**config.mk**
```make
export PLATFORM = sky130hd
export DESIGN_NAME = codec_pwrup_seq
export DESIGN_NICKNAME = d
export VERILOG_FILES = /design/src/rtl/codec_seq_pkg.sv /design/src/rtl/seq_script_rom.sv /design/src/rtl/seq_wait_timer.sv /design/src/rtl/fck_rise_detect.sv /design/src/rtl/codec_pwrup_seq.sv
export SDC_FILE = /design/constraint.sdc
export NUM_CORES = 1
export LEC_CHECK = 0
export BUFFER_PORTS_ARGS = -buffer_cell sky130_fd_sc_hd__buf_4
export CAP_MARGIN = 20
export CORE_AREA = 2 2 69 71
export DETAILED_ROUTE_END_ITERATION = 10
export DIE_AREA = 0 0 71 73
export PLACE_DENSITY_LB_ADDON = 0.15
export SLEW_MARGIN = 40
export SYNTH_ARGS = -nofsm -noshare
export SYNTH_HDL_FRONTEND = slang
export SYNTH_SLANG_ARGS = --single-unit
```
**constraint.sdc**
```tcl
create_clock -name clk -period 3.1 [get_ports clk]
set_clock_uncertainty 0.1 [all_clocks]
set_input_delay 0.31 -clock clk [delete_from_list [all_inputs] [get_ports clk]]
set_output_delay 0.31 -clock clk [all_outputs]
set_load 0.005 [all_outputs]
```
**src/rtl/codec_seq_pkg.sv**
```systemverilog
package codec_seq_pkg;

    typedef enum logic [1:0] {
        ACT_NEXT,   // go straight to the following step
        ACT_VREF,   // settle the reference before the following step
        ACT_LOCK,   // wait for the frame clock
        ACT_PARK    // wait for a stable master clock
    } step_act_t;

    typedef struct packed {
        logic [7:0] addr;
        logic [7:0] data;
        step_act_t  act;
    } step_t;

    typedef enum logic [3:0] {
        S_INIT,
        S_HOLD,
        S_ISSUE,
        S_ADVANCE,
        S_WAIT_VREF,
        S_WAIT_LOCK,
        S_READY,
        S_TIMEOUT,
        S_WAIT_MCLK
    } seq_state_t;

    localparam int unsigned STEP_COUNT     = 9;
    localparam int unsigned IDX_RESTART    = 5;   // reference enable
    localparam int unsigned IDX_POWER_DOWN = 7;   // first clock-change step

    // Round a duration in nanoseconds up to whole cycles, never below one.
    function automatic longint unsigned ns_to_cycles(input longint unsigned ns,
                                                     input longint unsigned hz);
        longint unsigned c;
        c = (ns * hz + 64'd999_999_999) / 64'd1_000_000_000;
        if (c == 0) c = 1;
        return c;
    endfunction

endpackage

```
**src/rtl/seq_script_rom.sv**
```systemverilog
module seq_script_rom
    import codec_seq_pkg::*;
#(
    parameter int unsigned IDX_W    = 4,
    parameter logic [7:0]  MODE_CFG = 8'h08,
    parameter logic [7:0]  PLL_CFG  = 8'h62,
    parameter logic [7:0]  CLK_CFG  = 8'h0B,
    parameter logic [7:0]  FMT_CFG  = 8'h03
) (
    input  logic [IDX_W-1:0] idx,
    output step_t            step
);

    always_comb begin
        unique case (idx)
            IDX_W'(0): step = '{addr: 8'h00, data: 8'h00,     act: ACT_NEXT};
            IDX_W'(1): step = '{addr: 8'h01, data: MODE_CFG,  act: ACT_NEXT};
            IDX_W'(2): step = '{addr: 8'h05, data: PLL_CFG,   act: ACT_NEXT};
            IDX_W'(3): step = '{addr: 8'h06, data: CLK_CFG,   act: ACT_NEXT};
            IDX_W'(4): step = '{addr: 8'h07, data: FMT_CFG,   act: ACT_NEXT};
            IDX_W'(5): step = '{addr: 8'h00, data: 8'h40,     act: ACT_VREF};
            IDX_W'(6): step = '{addr: 8'h01, data: MODE_CFG | 8'h04, act: ACT_LOCK};
            IDX_W'(7): step = '{addr: 8'h01, data: MODE_CFG,  act: ACT_NEXT};
            IDX_W'(8): step = '{addr: 8'h00, data: 8'h00,     act: ACT_PARK};
            default:   step = '{addr: 8'h00, data: 8'h00,     act: ACT_PARK};
        endcase
    end

endmodule

```
**src/rtl/seq_wait_timer.sv**
```systemverilog
module seq_wait_timer #(
    parameter int unsigned W = 8
) (
    input  logic         clk,
    input  logic         rst_n,
    input  logic         load,
    input  logic [W-1:0] len,
    output logic         expired
);

    logic [W-1:0] cnt_q;

    always_ff @(posedge clk or negedge rst_n) begin
        if (!rst_n) begin
            cnt_q <= '0;
        end else if (load) begin
            cnt_q <= len;
        end else if (cnt_q != '0) begin
            cnt_q <= cnt_q - 1'b1;
        end
    end

    assign expired = (cnt_q == '0);

endmodule

```
**src/rtl/fck_rise_detect.sv**
```systemverilog
module fck_rise_detect #(
    parameter int unsigned STAGES = 2
) (
    input  logic clk,
    input  logic rst_n,
    input  logic fck_async,
    output logic rise
);

    logic [STAGES-1:0] sync_q;
    logic              last_q;

    always_ff @(posedge clk or negedge rst_n) begin
        if (!rst_n) begin
            sync_q <= '0;
            last_q <= 1'b0;
        end else begin
            sync_q <= {sync_q[STAGES-2:0], fck_async};
            last_q <= sync_q[STAGES-1];
        end
    end

    assign rise = sync_q[STAGES-1] & ~last_q;

endmodule

```
**src/rtl/codec_pwrup_seq.sv**
```systemverilog
module codec_pwrup_seq
    import codec_seq_pkg::*;
#(
    parameter longint unsigned REF_HZ        = 50_000_000,
    parameter longint unsigned RST_HOLD_NS   = 200,
    parameter longint unsigned VREF_NS       = 2_000_000,
    parameter longint unsigned LOCK_LIMIT_NS = 6_000_000,
    parameter int unsigned     SYNC_STAGES   = 2
) (
    input  logic       clk,
    input  logic       rst_n,
    output logic       codec_pdn_n,
    output logic       wr_req,
    output logic [7:0] wr_addr,
    output logic [7:0] wr_data,
    input  logic       wr_ack,
    input  logic       fck_in,
    input  logic       clk_chg_req,
    input  logic       mclk_stable,
    output logic       ready,
    output logic       timeout_err
);

    localparam longint unsigned RST_CYC  = ns_to_cycles(RST_HOLD_NS, REF_HZ);
    localparam longint unsigned VREF_CYC = ns_to_cycles(VREF_NS, REF_HZ);
    localparam longint unsigned LOCK_CYC = ns_to_cycles(LOCK_LIMIT_NS, REF_HZ);
    localparam longint unsigned MAX_CYC  =
        (LOCK_CYC > VREF_CYC) ? ((LOCK_CYC > RST_CYC) ? LOCK_CYC : RST_CYC)
                              : ((VREF_CYC > RST_CYC) ? VREF_CYC : RST_CYC);
    localparam int unsigned     TMR_W    = $clog2(MAX_CYC + 1);
    localparam int unsigned     IDX_W    = $clog2(STEP_COUNT);

    seq_state_t       state_q, state_nxt;
    logic [IDX_W-1:0] idx_q, idx_nxt;
    step_t            step_cur;
    logic             tmr_load;
    logic [TMR_W-1:0] tmr_len;
    logic             tmr_expired;
    logic             fck_rise;

    seq_script_rom #(
        .IDX_W (IDX_W)
    ) i_rom (
        .idx  (idx_q),
        .step (step_cur)
    );

    seq_wait_timer #(
        .W (TMR_W)
    ) i_timer (
        .clk     (clk),
        .rst_n   (rst_n),
        .load    (tmr_load),
        .len     (tmr_len),
        .expired (tmr_expired)
    );

    fck_rise_detect #(
        .STAGES (SYNC_STAGES)
    ) i_fck (
        .clk       (clk),
        .rst_n     (rst_n),
        .fck_async (fck_in),
        .rise      (fck_rise)
    );

    // Next state, step index and timer control.
    always_comb begin
        state_nxt = state_q;
        idx_nxt   = idx_q;
        tmr_load  = 1'b0;
        tmr_len   = TMR_W'(LOCK_CYC);
        unique case (state_q)
            S_INIT: begin
                tmr_load  = 1'b1;
                tmr_len   = TMR_W'(RST_CYC);
                state_nxt = S_HOLD;
            end
            S_HOLD: begin
                if (tmr_expired) state_nxt = S_ISSUE;
            end
            S_ISSUE: begin
                if (wr_ack) state_nxt = S_ADVANCE;
            end
            S_ADVANCE: begin
                unique case (step_cur.act)
                    ACT_NEXT: begin
                        idx_nxt   = idx_q + IDX_W'(1);
                        state_nxt = S_ISSUE;
                    end
                    ACT_VREF: begin
                        tmr_load  = 1'b1;
                        tmr_len   = TMR_W'(VREF_CYC);
                        state_nxt = S_WAIT_VREF;
                    end
                    ACT_LOCK: begin
                        tmr_load  = 1'b1;
                        tmr_len   = TMR_W'(LOCK_CYC);
                        state_nxt = S_WAIT_LOCK;
                    end
                    ACT_PARK: begin
                        state_nxt = S_WAIT_MCLK;
                    end
                endcase
            end
            S_WAIT_VREF: begin
                if (tmr_expired) begin
                    idx_nxt   = idx_q + IDX_W'(1);
                    state_nxt = S_ISSUE;
                end
            end
            S_WAIT_LOCK: begin
                if (fck_rise) begin
                    state_nxt = S_READY;
                end else if (tmr_expired) begin
                    state_nxt = S_TIMEOUT;
                end
            end
            S_READY, S_TIMEOUT: begin
                if (clk_chg_req) begin
                    idx_nxt   = IDX_W'(IDX_POWER_DOWN);
                    state_nxt = S_ISSUE;
                end
            end
            S_WAIT_MCLK: begin
                if (mclk_stable) begin
                    idx_nxt   = IDX_W'(IDX_RESTART);
                    state_nxt = S_ISSUE;
                end
            end
        endcase
    end

    // State register.
    always_ff @(posedge clk or negedge rst_n) begin
        if (!rst_n) begin
            state_q <= S_INIT;
            idx_q   <= '0;
        end else begin
            state_q <= state_nxt;
            idx_q   <= idx_nxt;
        end
    end

    // Outputs decoded from the current state.
    always_comb begin
        codec_pdn_n = 1'b1;
        wr_req      = 1'b0;
        wr_addr     = 8'h00;
        wr_data     = 8'h00;
        ready       = 1'b0;
        timeout_err = 1'b0;
        unique case (state_q)
            S_INIT, S_HOLD: codec_pdn_n = 1'b0;
            S_ISSUE: begin
                wr_req  = 1'b1;
                wr_addr = step_cur.addr;
                wr_data = step_cur.data;
            end
            S_READY:   ready       = 1'b1;
            S_TIMEOUT: timeout_err = 1'b1;
            S_ADVANCE, S_WAIT_VREF, S_WAIT_LOCK, S_WAIT_MCLK: ;
        endcase
    end

endmodule

```
==> summary.txt, run 1 <==
Route
  – DRT Wirelength: ~4.7 mm
  – Avg WL per Cell: approximately 15 um
  – Vias after detailed routing: ~1,800
  – DRC errors left: 0
  – Drt first pass iters: 4
  – Drt initial violations: 86
  – Vias/cell: approximately 5.6
  – DRT antenna net count: 0

Global route
  – GR Util All Layers: between 10% and 20%
  – First-pass GRT wire length: 7.89 mm
  – Initial antenna violation count: 0
  – Global route overflow: 0
  – Pin count of the biggest net entering global routing: 31
  – Vias in the first global route: about 1,700

Power
  – Sequential Power Share: about a third
  – Switch share: a little under half
  – Power Dens Cells: roughly 1100 nW/um^2
  – Internal power: roughly 1.4 mW
  – Clock Power Share: 13.5%
  – Logic gate share of total power: between 50% and 60%
  – Overall power: 2.53 mW
  – Net switching power: between 1 and 1.5 mW
  – Maximum VDD drop: approximately 0.46 mV
  – Leak Pwr: 1.08 nW

Timing
  – RSZ-0062 raised after global routing: false
  – Final slew viol count: 0
  – Post-Route Setup TNS: 0 ns
  – Worst-Margin Slew: just under 0.6 ns
  – Fmax: 385 MHz
  – Fin crit share: between 80% and 90%
  – Final Hold Violating Endpoints: 0
  – Relative slew slack: 61.1%
  – Fin crit period: around 2.6 ns
  – Final setup viols: 0

Yosys
  – Post-synth EDFFs: 0
  – Count of different cell masters after synthesis: 59
  – Yosys warns: 0
  – Top_reg_cell synth: dfrtp_1
  – Syn avg cell area: 8.79 um^2
  – Ys async rst share: 100%
  – Cell Area, Synth: 2160 um^2
  – Synthesized flop and latch total: 30
  – Share of the yosys chip area belonging to registers: between 30% and 40%
  – Post-Syn Instances: about 250

Hold path
  – Hold path depth: 1
  – Hold_sp: fck_in
  – Worst Hold Endpoint: i_fck.sync_q[0]
  – Worst Hold Class: input port to register

Outcome
  – Status: complete, no violations

Floorplanning
  – Die width: just over 70 um
  – DIE AREA: 5180 um^2
  – Chip Height: approximately 73 um
  – Starting Density: a little under half
  – # IOs: 26
  – Site row count: 25
  – CORE AREA: between 4000 and 5000 um^2

Worst setup path
  – Critical-path cell list: inv_1, ha_1, nand2_1, nand2b_1, ha_1, nand3_1, or3_1, nor2_1, o21bai_1, a21oi_1
  – Reg2Reg Setup Slack: 0.50 ns
  – Crit path required time: 3.22 ns
  – Crit-path max cell delay: 0.46 ns
  – CP delay by family, top: simple AND/OR/NAND/NOR gates
  – Kind of critical path: register to register
  – Critical Path Start Type: register
  – Buf/Inv on CP: 1
  – Worst-path maximum fanout: 6
  – CP max-delay cell: dfrtp_1
  – Worst Reg2Reg Path Length in Cells: 10
  – Arrival time at the worst endpoint: around 2.7 ns
  – FF-to-FF Start: idx_q[0]
  – CP endpoint kind: register
  – Worst flop-to-flop path endpoint: i_timer.cnt_q[6]
  – Most used cell, CP: ha_1

Layout
  – Share of cells above drive strength 1: 16.9%
  – Inserted Diodes: 0
  – Non-Filler Instances: about 310
  – Nets: 275
  – Area delta synth->final: 10.2%
  – Most frequent cells in the layout: nor2_1, dfrtp_1, buf_4

Clock tree
  – TritonCTS clock tree: built
  – Clock sink total: 30
  – Clk slew on worst S/H paths: ~0.070 ns
  – Cts bufs inserted: 5
  – Root buffer cell: clkbuf_8
  – Depth of the CTS H-tree: 2
  – Clock latency on the worst-skew pair: between 0.2 and 0.3 ns
  – Clock Tree Buf Depth: 2

Flow run
  – Max_cap viols: 0

Placement
  – IO buf count: 18
  – DP Cell Count: roughly 300
  – Hpwl dp: between 3 and 4 mm
  – Final estimated routing congestion in global placement: a little under 0.9
[flip-flops by register name (all words and copies together), names as in the netlist]
name           flops
state_q            4
idx_q              4
i_timer.cnt_q     19
i_fck.last_q       1
i_fck.sync_q       2
[how the worst max path moves through the flow]
stage	from	endpoint	slack, ns	depth (start not counted)
floorplan	idx_q[0]	i_timer.cnt_q[16]	0.84	10
global placement	idx_q[0]	i_timer.cnt_q[6]	0.58	10
detailed placement	idx_q[0]	i_timer.cnt_q[6]	0.51	10
CTS	idx_q[0]	i_timer.cnt_q[6]	0.52	10
global route	idx_q[0]	idx_q[0]	0.34	11
finish	idx_q[0]	i_timer.cnt_q[6]	0.50	10
[Yosys cell counts (3+ instances only)]
master,count,area share [%]
a31oi_1,5,1.4
buf_4,10,3.5
clkbuf_1,8,1.4
or4_1,3,1.0
nand2_1,11,1.9
nor3_1,10,2.3
a21oi_1,15,3.5
dfrtp_1,30,35
o21ai_0,6,1.4
o31ai_1,7,2.4
and2_1,3,0.87
ha_1,10,5.8
nor2_1,30,5.2
xor2_1,8,3.2
or3_1,3,0.87
inv_1,13,2.3
nand4_1,3,0.87
nand2b_1,8,2.3
nand3_1,6,1.4
xnor2_1,4,1.6
[per-stage QoR]
stage | hold WS, ns | utilization (%) | instance area [um^2] | setup slack [ns]
floorplan | -0.0856 | - | 2180 | 0.841
global placement | 0.166 | 50.2 | 2280 | 0.575
detailed placement | 0.166 | 50.2 | 2280 | 0.515
CTS | 0.0289 | 52.5 | 2380 | 0.524
global route | 0.0262 | 52.5 | 2380 | 0.344
finish | 0.0302 | 52.5 | 2380 | 0.500
[logic make-up after synthesis]
| family | Yosys count | synth area share, % |
|---|---|---|
| and+or+nand+nor | 98 | 26.4 |
| AOI/OAI and AO/OA | 60 | 19.6 |
| buffers and inverters | 34 | 8.04 |
| DFF | 30 | 34.7 |
| xor gates and xnor gates | 12 | 4.86 |
| adders and majority gates | 10 | 5.79 |
| other | 1 | 0.173 |
| muxes | 1 | 0.463 |
[layer usage]
layer	part of all wire, %	GRT usage (%)	up-vias
li1	-	-	885
met1	46	23.9	835
met2	49	34.1	43
met3	3.9	3.45	8
met4	1.3	6.29	0
met5	0	0	-
[area by class of cell]
| type | instances | area [um^2] |
|---|---|---|
| clock buffers | 6 | 82.6 |
| clock inverters | 2 | 12.5 |
| fillers | 439 | 2150 |
| inverters | 13 | 48.8 |
| multi-input cells | 188 | 1260 |
| flip-flops and latches | 30 | 751 |
| well taps | 54 | 67.6 |
| repair buffers | 21 | 160 |
[power by group through the flow]
stage / Combinational [mW] / Clock, mW / Sequential (mW)
after floorplan: 1.13 / 0 / 0.688
after global placement: 1.36 / 0 / 0.820
after detailed placement: 1.37 / 0 / 0.817
after CTS: 1.38 / 0.347 / 0.811
after global routing: 1.55 / 0.356 / 0.843
final: 1.37 / 0.341 / 0.815
[timing repair]
| item | 4_1_cts | 5_1_grt |
|---|---|---|
| setup buffers | 0 | 0 |
| hold endpoints to repair | 30 | 0 |
| gates resized for setup | 0 | 0 |
| hold buffers | 1 | 0 |
Power figures use the tool's default switching activity.
==> inputs of run 2 (changes only) <==
- clock period: 3.1 -> 2.49 ns (I/O delays scaled with it)
==> run 2 against run 1 <==
Effect of this change: utilization rose by 2.7 points; non-clock buffer count up 15; global-route usage is 0.55 points higher; sequential share of layout area down 1.5 points; first-iteration DRC count increased by 67%; sequential cell count stayed put; critical path depth increased by 2; clock-buffer cell count unchanged; cell count increased by 4.8%; clock power up 24%; critical path type unchanged; largest cell class unchanged; largest power group unchanged.
==> summary.txt, run 2 (synthesis results as in run 1) <==
Outcome
  – Status: complete, no violations

Worst setup path
  – CP endpoint kind: register
  – Kind of critical path: register to register
  – Worst-path maximum fanout: 4 (-2)
  – Critical path launch point: idx_q[0]
  – Arrival time at the worst endpoint: 2.42 ns (-0.30 ns)
  – FF-to-FF Start: idx_q[0]
  – Reg2Reg Setup Slack: 0.14 ns (-0.36 ns)
  – Crit path required time: 2.56 ns (-0.66 ns)
  – Critical Path Start Type: register
  – Worst Reg2Reg Path Length in Cells: 12 (+2)
  – Worst flop-to-flop path endpoint: idx_q[2]

Placement
  – Post-placement cell area: 2360 um^2 (+3.6%)
  – IO buf count: 18 (unchanged)
  – Hpwl dp: 3.51 mm (+5.3%)
  – Final estimated routing congestion in global placement: 0.882 (+1.9%)

Timing
  – Fin crit period: 2.35 ns (-0.251 ns)
  – Final slew viol count: 0 (unchanged)
  – Final Hold Violating Endpoints: 0 (unchanged)
  – Fmax: 426 MHz (+11%)
  – Fin crit share: 94.4% (+10 points)
  – Final setup viols: 0 (unchanged)
  – Hold_ws: 0.162 ns (+0.132 ns)

Clock tree
  – Clk slew on worst S/H paths: 0.07 ns (about the same)
  – Cts bufs inserted: 5 (unchanged)
  – Clock sink total: 30 (unchanged)
  – Clock latency on the worst-skew pair: 0.29 ns (about the same)
  – Clock Tree Buf Depth: 2 (unchanged)
  – Root buffer cell: clkbuf_8
  – Depth of the CTS H-tree: 2 (unchanged)
  – TritonCTS clock tree: built

Route
  – DRC errors left: 0 (unchanged)
  – Avg WL per Cell: 14.7 um (-2.4%)
  – Drt first pass iters: 4 (unchanged)
  – Vias after detailed routing: 1,803 (+1.8%)
  – DRT Wirelength: 4.82 mm (+2.3%)
  – DRT antenna net count: 0 (unchanged)
  – Drt initial violations: 144 (+67%)
  – Vias/cell: 5.48 (-2.8%)

Layout
  – Area delta synth->final: 15.8%
  – Area used by multi-input combinational logic: 1260 um^2 (+0.40%)
  – Share of cells above drive strength 1: 22.9% (+6.0 points)
  – Design Area, Final: 2500 um^2 (+5.1%)
  – Register area: 752 um^2 (+0.17%)
  – Fillers: 443 (+0.91%)
  – Commonest non-fill, non-tap cell in the layout: buf_4
  – Nets: 290 (+5.5%)
  – Biggest registers after layout: i_timer.cnt_q: 19 flops, idx_q: 4 flops, state_q: 4 flops
  – Most frequent cells in the layout: buf_4, nor2_1, dfrtp_1
  – Inserted Diodes: 0 (unchanged)
  – Biggest register: i_timer.cnt_q
  – Max reg flops: 19 (unchanged)

Global route
  – GR Util All Layers: 19.8% (+0.55 points)
  – Pin count of the biggest net entering global routing: 31 (unchanged)
  – Global route overflow: 0 (unchanged)
  – Vias in the first global route: 1,691 (-0.18%)
  – First-pass GRT wire length: 8.11 mm (+2.8%)
  – Initial antenna violation count: 0 (unchanged)

Power
  – Internal power: 1.83 mW (+35%)
  – Switch share: 44.9% (-1.4 points)
  – Net switching power: 1.49 mW (+27%)
  – Sequential Power Share: 27.5% (-4.7 points)
  – Maximum VDD drop: 0.673 mV (+47%)
  – Power Dens Cells: 1330 nW/um^2 (+25%)
  – Leak Pwr: 1.14 nW (+6.0%)
  – Logic gate share of total power: 59.8% (+5.5 points)
  – Clock Power Share: 12.7% (-0.8 points)

Hold path
  – Hold_sp: mclk_stable
  – Hold path depth: 4 (+3)
  – Worst Hold Endpoint: state_q[3]
  – Worst Hold Class: input port to register

Floorplanning
  – Die width: 71 um (unchanged)
  – # IOs: 26 (unchanged)
  – Chip Height: 73 um (unchanged)
  – Starting Density: 47.7% (unchanged)
  – Site row count: 25 (unchanged)
  – DIE AREA: 5180 um^2 (unchanged)
  – CORE AREA: 4540 um^2 (unchanged)

Flow run
  – Max_cap viols: 0 (unchanged)
## run 2: timing repair
item	4_1_cts	5_1_grt
hold buffers	2	0
hold endpoints to repair	31	0
gates resized for setup	0	5
endpoints found under the setup margin	0	7
buffers inserted	0	3
## run 2: per-stage QoR
stage          power, mW  setup WS, ns  instances  setup TNS (ns)  util, %
2_1_floorplan       2.27         0.231        252               0        -
3_3_place_gp        2.83        0.0940        316               0     52.0
3_5_place_dp        2.84        0.0433        316               0     52.0
4_1_cts             3.28        0.0406        326               0     54.6
5_1_grt             3.61       -0.0174        329         -0.0174     55.2
6_report            3.32         0.140        329               0     55.2
## run 2: area by class of cell
class | instances | share of cell area (%)
clock buffer | 6 | 3.30
clock inverter | 2 | 0.500
inverter | 13 | 1.95
multi-input combinational | 188 | 50.5
sequential | 30 | 30.0
tap | 54 | 2.70
timing repair buffer | 36 | 11.0
## run 2: per-layer routing
| layer | part of all wire [%] | global-route usage [%] | up-vias |
|---|---|---|---|
| li1 | - | - | 918 |
| met4 | 1.5 | 6.08 | 0 |
| met1 | 48 | 26.1 | 843 |
| met5 | 0 | 0 | - |
| met2 | 48 | 33.4 | 31 |
| met3 | 2.6 | 3.45 | 11 |
## run 2: critical path, stage by stage, from the launching register on
cell and delay, ns:
dfrtp_2 0.38, inv_1 0.06, ha_1 0.20, nand2_1 0.08, nand2b_1 0.11, inv_2 0.08, ha_2 0.18, a21oi_1 0.06
nor3_1 0.18, o31ai_1 0.09, buf_4 0.16, or2_4 0.26, o31a_1 0.30
## run 2: power by group through the flow
stage	logic (mW)	clock network [mW]	registers [mW]
after floorplan	1.41	0	0.856
after global placement	1.91	0	0.925
after detailed placement	1.91	0	0.925
after CTS	1.93	0.429	0.917
after global routing	2.22	0.448	0.944
final	1.98	0.422	0.913
## run 2: worst max-delay path by stage
stage | to | slack, ns
floorplan | i_timer.cnt_q[16] | 0.23
global placement | idx_q[2] | 0.09
detailed placement | idx_q[2] | 0.04
CTS | idx_q[2] | 0.04
global route | idx_q[2] | -0.02
finish | idx_q[2] | 0.14
==> inputs of run 3 (changes only) <==
- RECOVER_POWER: not set -> 50
==> run 3 against run 2 <==
Effect of this change: fmax about the same; non-clock buffer count is the same; die area unchanged; sequential cell count unchanged; critical endpoint unchanged; global-route usage is the same; cell area down 0.15%; sequential power is essentially flat; clock-buffer cell count unchanged; critical path depth unchanged.
==> summary.txt, run 3 (synthesis results as in run 1) <==
Outcome
  – Status: complete, no violations

Placement
  – Final estimated routing congestion in global placement: 0.882 (unchanged)
  – Post-placement cell area: 2360 um^2 (unchanged)
  – IO buf count: 18 (unchanged)
  – DP Cell Count: 316 (unchanged)
  – Pre-CTS setup slack: 0.0433 ns (unchanged)
  – Hpwl dp: 3.51 mm (unchanged)

Floorplanning
  – DIE AREA: 5180 um^2 (unchanged)
  – Starting Density: 47.7% (unchanged)
  – # IOs: 26 (unchanged)
  – Die width: 71 um (unchanged)
  – Chip Height: 73 um (unchanged)
  – CORE AREA: 4540 um^2 (unchanged)
  – Site row count: 25 (unchanged)

Global route
  – Vias in the first global route: 1,691 (unchanged)
  – Pin count of the biggest net entering global routing: 31 (unchanged)
  – Initial antenna violation count: 0 (unchanged)
  – First-pass GRT wire length: 8.11 mm (unchanged)
  – GR Util All Layers: 19.8% (unchanged)
  – Global route overflow: 0 (unchanged)

Layout
  – Area delta synth->final: 15.6%
  – Nets: 290 (unchanged)
  – Design Area, Final: 2500 um^2 (-0.15%)
  – Share of cells above drive strength 1: 22.5% (-0.36 points)
  – Non-Filler Instances: 329 (unchanged)
  – Max reg flops: 19 (unchanged)
  – Commonest non-fill, non-tap cell in the layout: buf_4
  – Biggest registers after layout: i_timer.cnt_q: 19 flops, idx_q: 4 flops, state_q: 4 flops
  – Inserted Diodes: 0 (unchanged)
  – Biggest register: i_timer.cnt_q
  – Most frequent cells in the layout: buf_4, nor2_1, dfrtp_1

Worst setup path
  – Crit path required time: 2.56 ns (about the same)
  – Kind of critical path: register to register
  – Reg2Reg Setup Slack: 0.14 ns (about the same)
  – Worst flop-to-flop path endpoint: idx_q[2]
  – Arrival time at the worst endpoint: 2.42 ns (about the same)
  – FF-to-FF Start: idx_q[0]
  – Worst Reg2Reg Path Length in Cells: 12 (unchanged)
  – Worst-path maximum fanout: 4 (unchanged)
  – Critical Path Start Type: register
  – CP endpoint kind: register

Route
  – DRT Wirelength: 4.82 mm (about the same)
  – Vias after detailed routing: 1,801 (-0.11%)
  – Drt first pass iters: 4 (unchanged)
  – Vias/cell: 5.47 (-0.11%)
  – Avg WL per Cell: 14.7 um (about the same)
  – Drt initial violations: 144 (unchanged)
  – DRC errors left: 0 (unchanged)
  – DRT antenna net count: 0 (unchanged)

Hold path
  – Hold_sp: mclk_stable
  – Worst Hold Class: input port to register
  – Hold path depth: 4 (unchanged)
  – Worst Hold Endpoint: state_q[3]

Power
  – Leak Pwr: 1.14 nW (-0.32%)
  – Power Dens Cells: 1320 nW/um^2 (about the same)
  – Maximum VDD drop: 0.705 mV (+4.7%)

Timing
  – Final setup viols: 0 (unchanged)
  – Final slew viol count: 0 (unchanged)
  – Final critical-path setup slack: 0.140 ns (-0.0000890 ns)
  – Final Hold Violating Endpoints: 0 (unchanged)
  – Fmax: 426 MHz (about the same)
  – Fin crit period: 2.35 ns (+0.0000890 ns)
  – Fin crit share: 94.4% (about the same)

Clock tree
  – Clock latency on the worst-skew pair: 0.29 ns (about the same)
  – Root buffer cell: clkbuf_8
  – Depth of the CTS H-tree: 2 (unchanged)
  – Clk slew on worst S/H paths: 0.07 ns (about the same)
  – Clock Tree Buf Depth: 2 (unchanged)
  – Cts bufs inserted: 5 (unchanged)
  – TritonCTS clock tree: built
  – Clock sink total: 30 (unchanged)

Flow run
  – Max_cap viols: 0 (unchanged)
==> run 3: how the worst max path moves through the flow <==
stage                     startpoint                 to  depth (start not counted)
after global routing        idx_q[0]           idx_q[2]                         12
after CTS                   idx_q[0]           idx_q[2]                         12
final                       idx_q[0]           idx_q[2]                         12
after detailed placement    idx_q[0]           idx_q[2]                         12
after global placement      idx_q[0]           idx_q[2]                         12
after floorplan             idx_q[0]  i_timer.cnt_q[16]                         10
==> run 3: power breakdown <==
part           internal, mW  switching [mW]
sequential            0.684           0.230
combinational         0.916            1.06
clock                 0.222           0.200
==> run 3: cell type report <==
type	instances	area, um^2
Inverter	13	48.8
Clock buffer	6	82.6
Fill cell	445	2040
Multi-Input combinational cell	188	1260
Timing Repair Buffer	36	272
Clock inverter	2	12.5
Tap cell	54	67.6
Sequential cell	30	752
==> run 3: per-stage QoR <==
| step | util, % | hold WS, ns | TNS [ns] | power, mW |
|---|---|---|---|---|
| 2_1_floorplan | - | -0.147 | 0 | 2.27 |
| 3_3_place_gp | 52.0 | 0.103 | 0 | 2.83 |
| 3_5_place_dp | 52.0 | 0.108 | 0 | 2.84 |
| 4_1_cts | 54.6 | 0.162 | 0 | 3.28 |
| 5_1_grt | 55.1 | 0.200 | -0.0176 | 3.60 |
| 6_report | 55.1 | 0.162 | 0 | 3.31 |
==> run 3: layer usage <==
layer	up-vias	wire (um)	share of wire (%)	global-route usage, %
met5	-	0	0	0
met4	0	73	1.5	6.08
met3	11	125	2.6	3.45
met2	26	2320	48	33.4
met1	846	2300	48	26.1
li1	918	-	-	-
==> run 3: worst max-delay path, cell delays in order (launching register included) <==
cell and delay (ns):
dfrtp_2 0.38, inv_1 0.06, ha_1 0.20, nand2_1 0.08, nand2b_1 0.11, inv_2 0.08
ha_2 0.18, a21oi_1 0.06, nor3_1 0.18, o31ai_1 0.09, buf_4 0.16, or2_4 0.26
o31a_1 0.30
==> run 3: repair_timing <==
action                                  CTS  global route
buffers inserted                          0             3
endpoints found under the hold margin    31             0
hold buffers                              2             0
endpoints found under the setup margin    0             7
resized for setup                         0             5
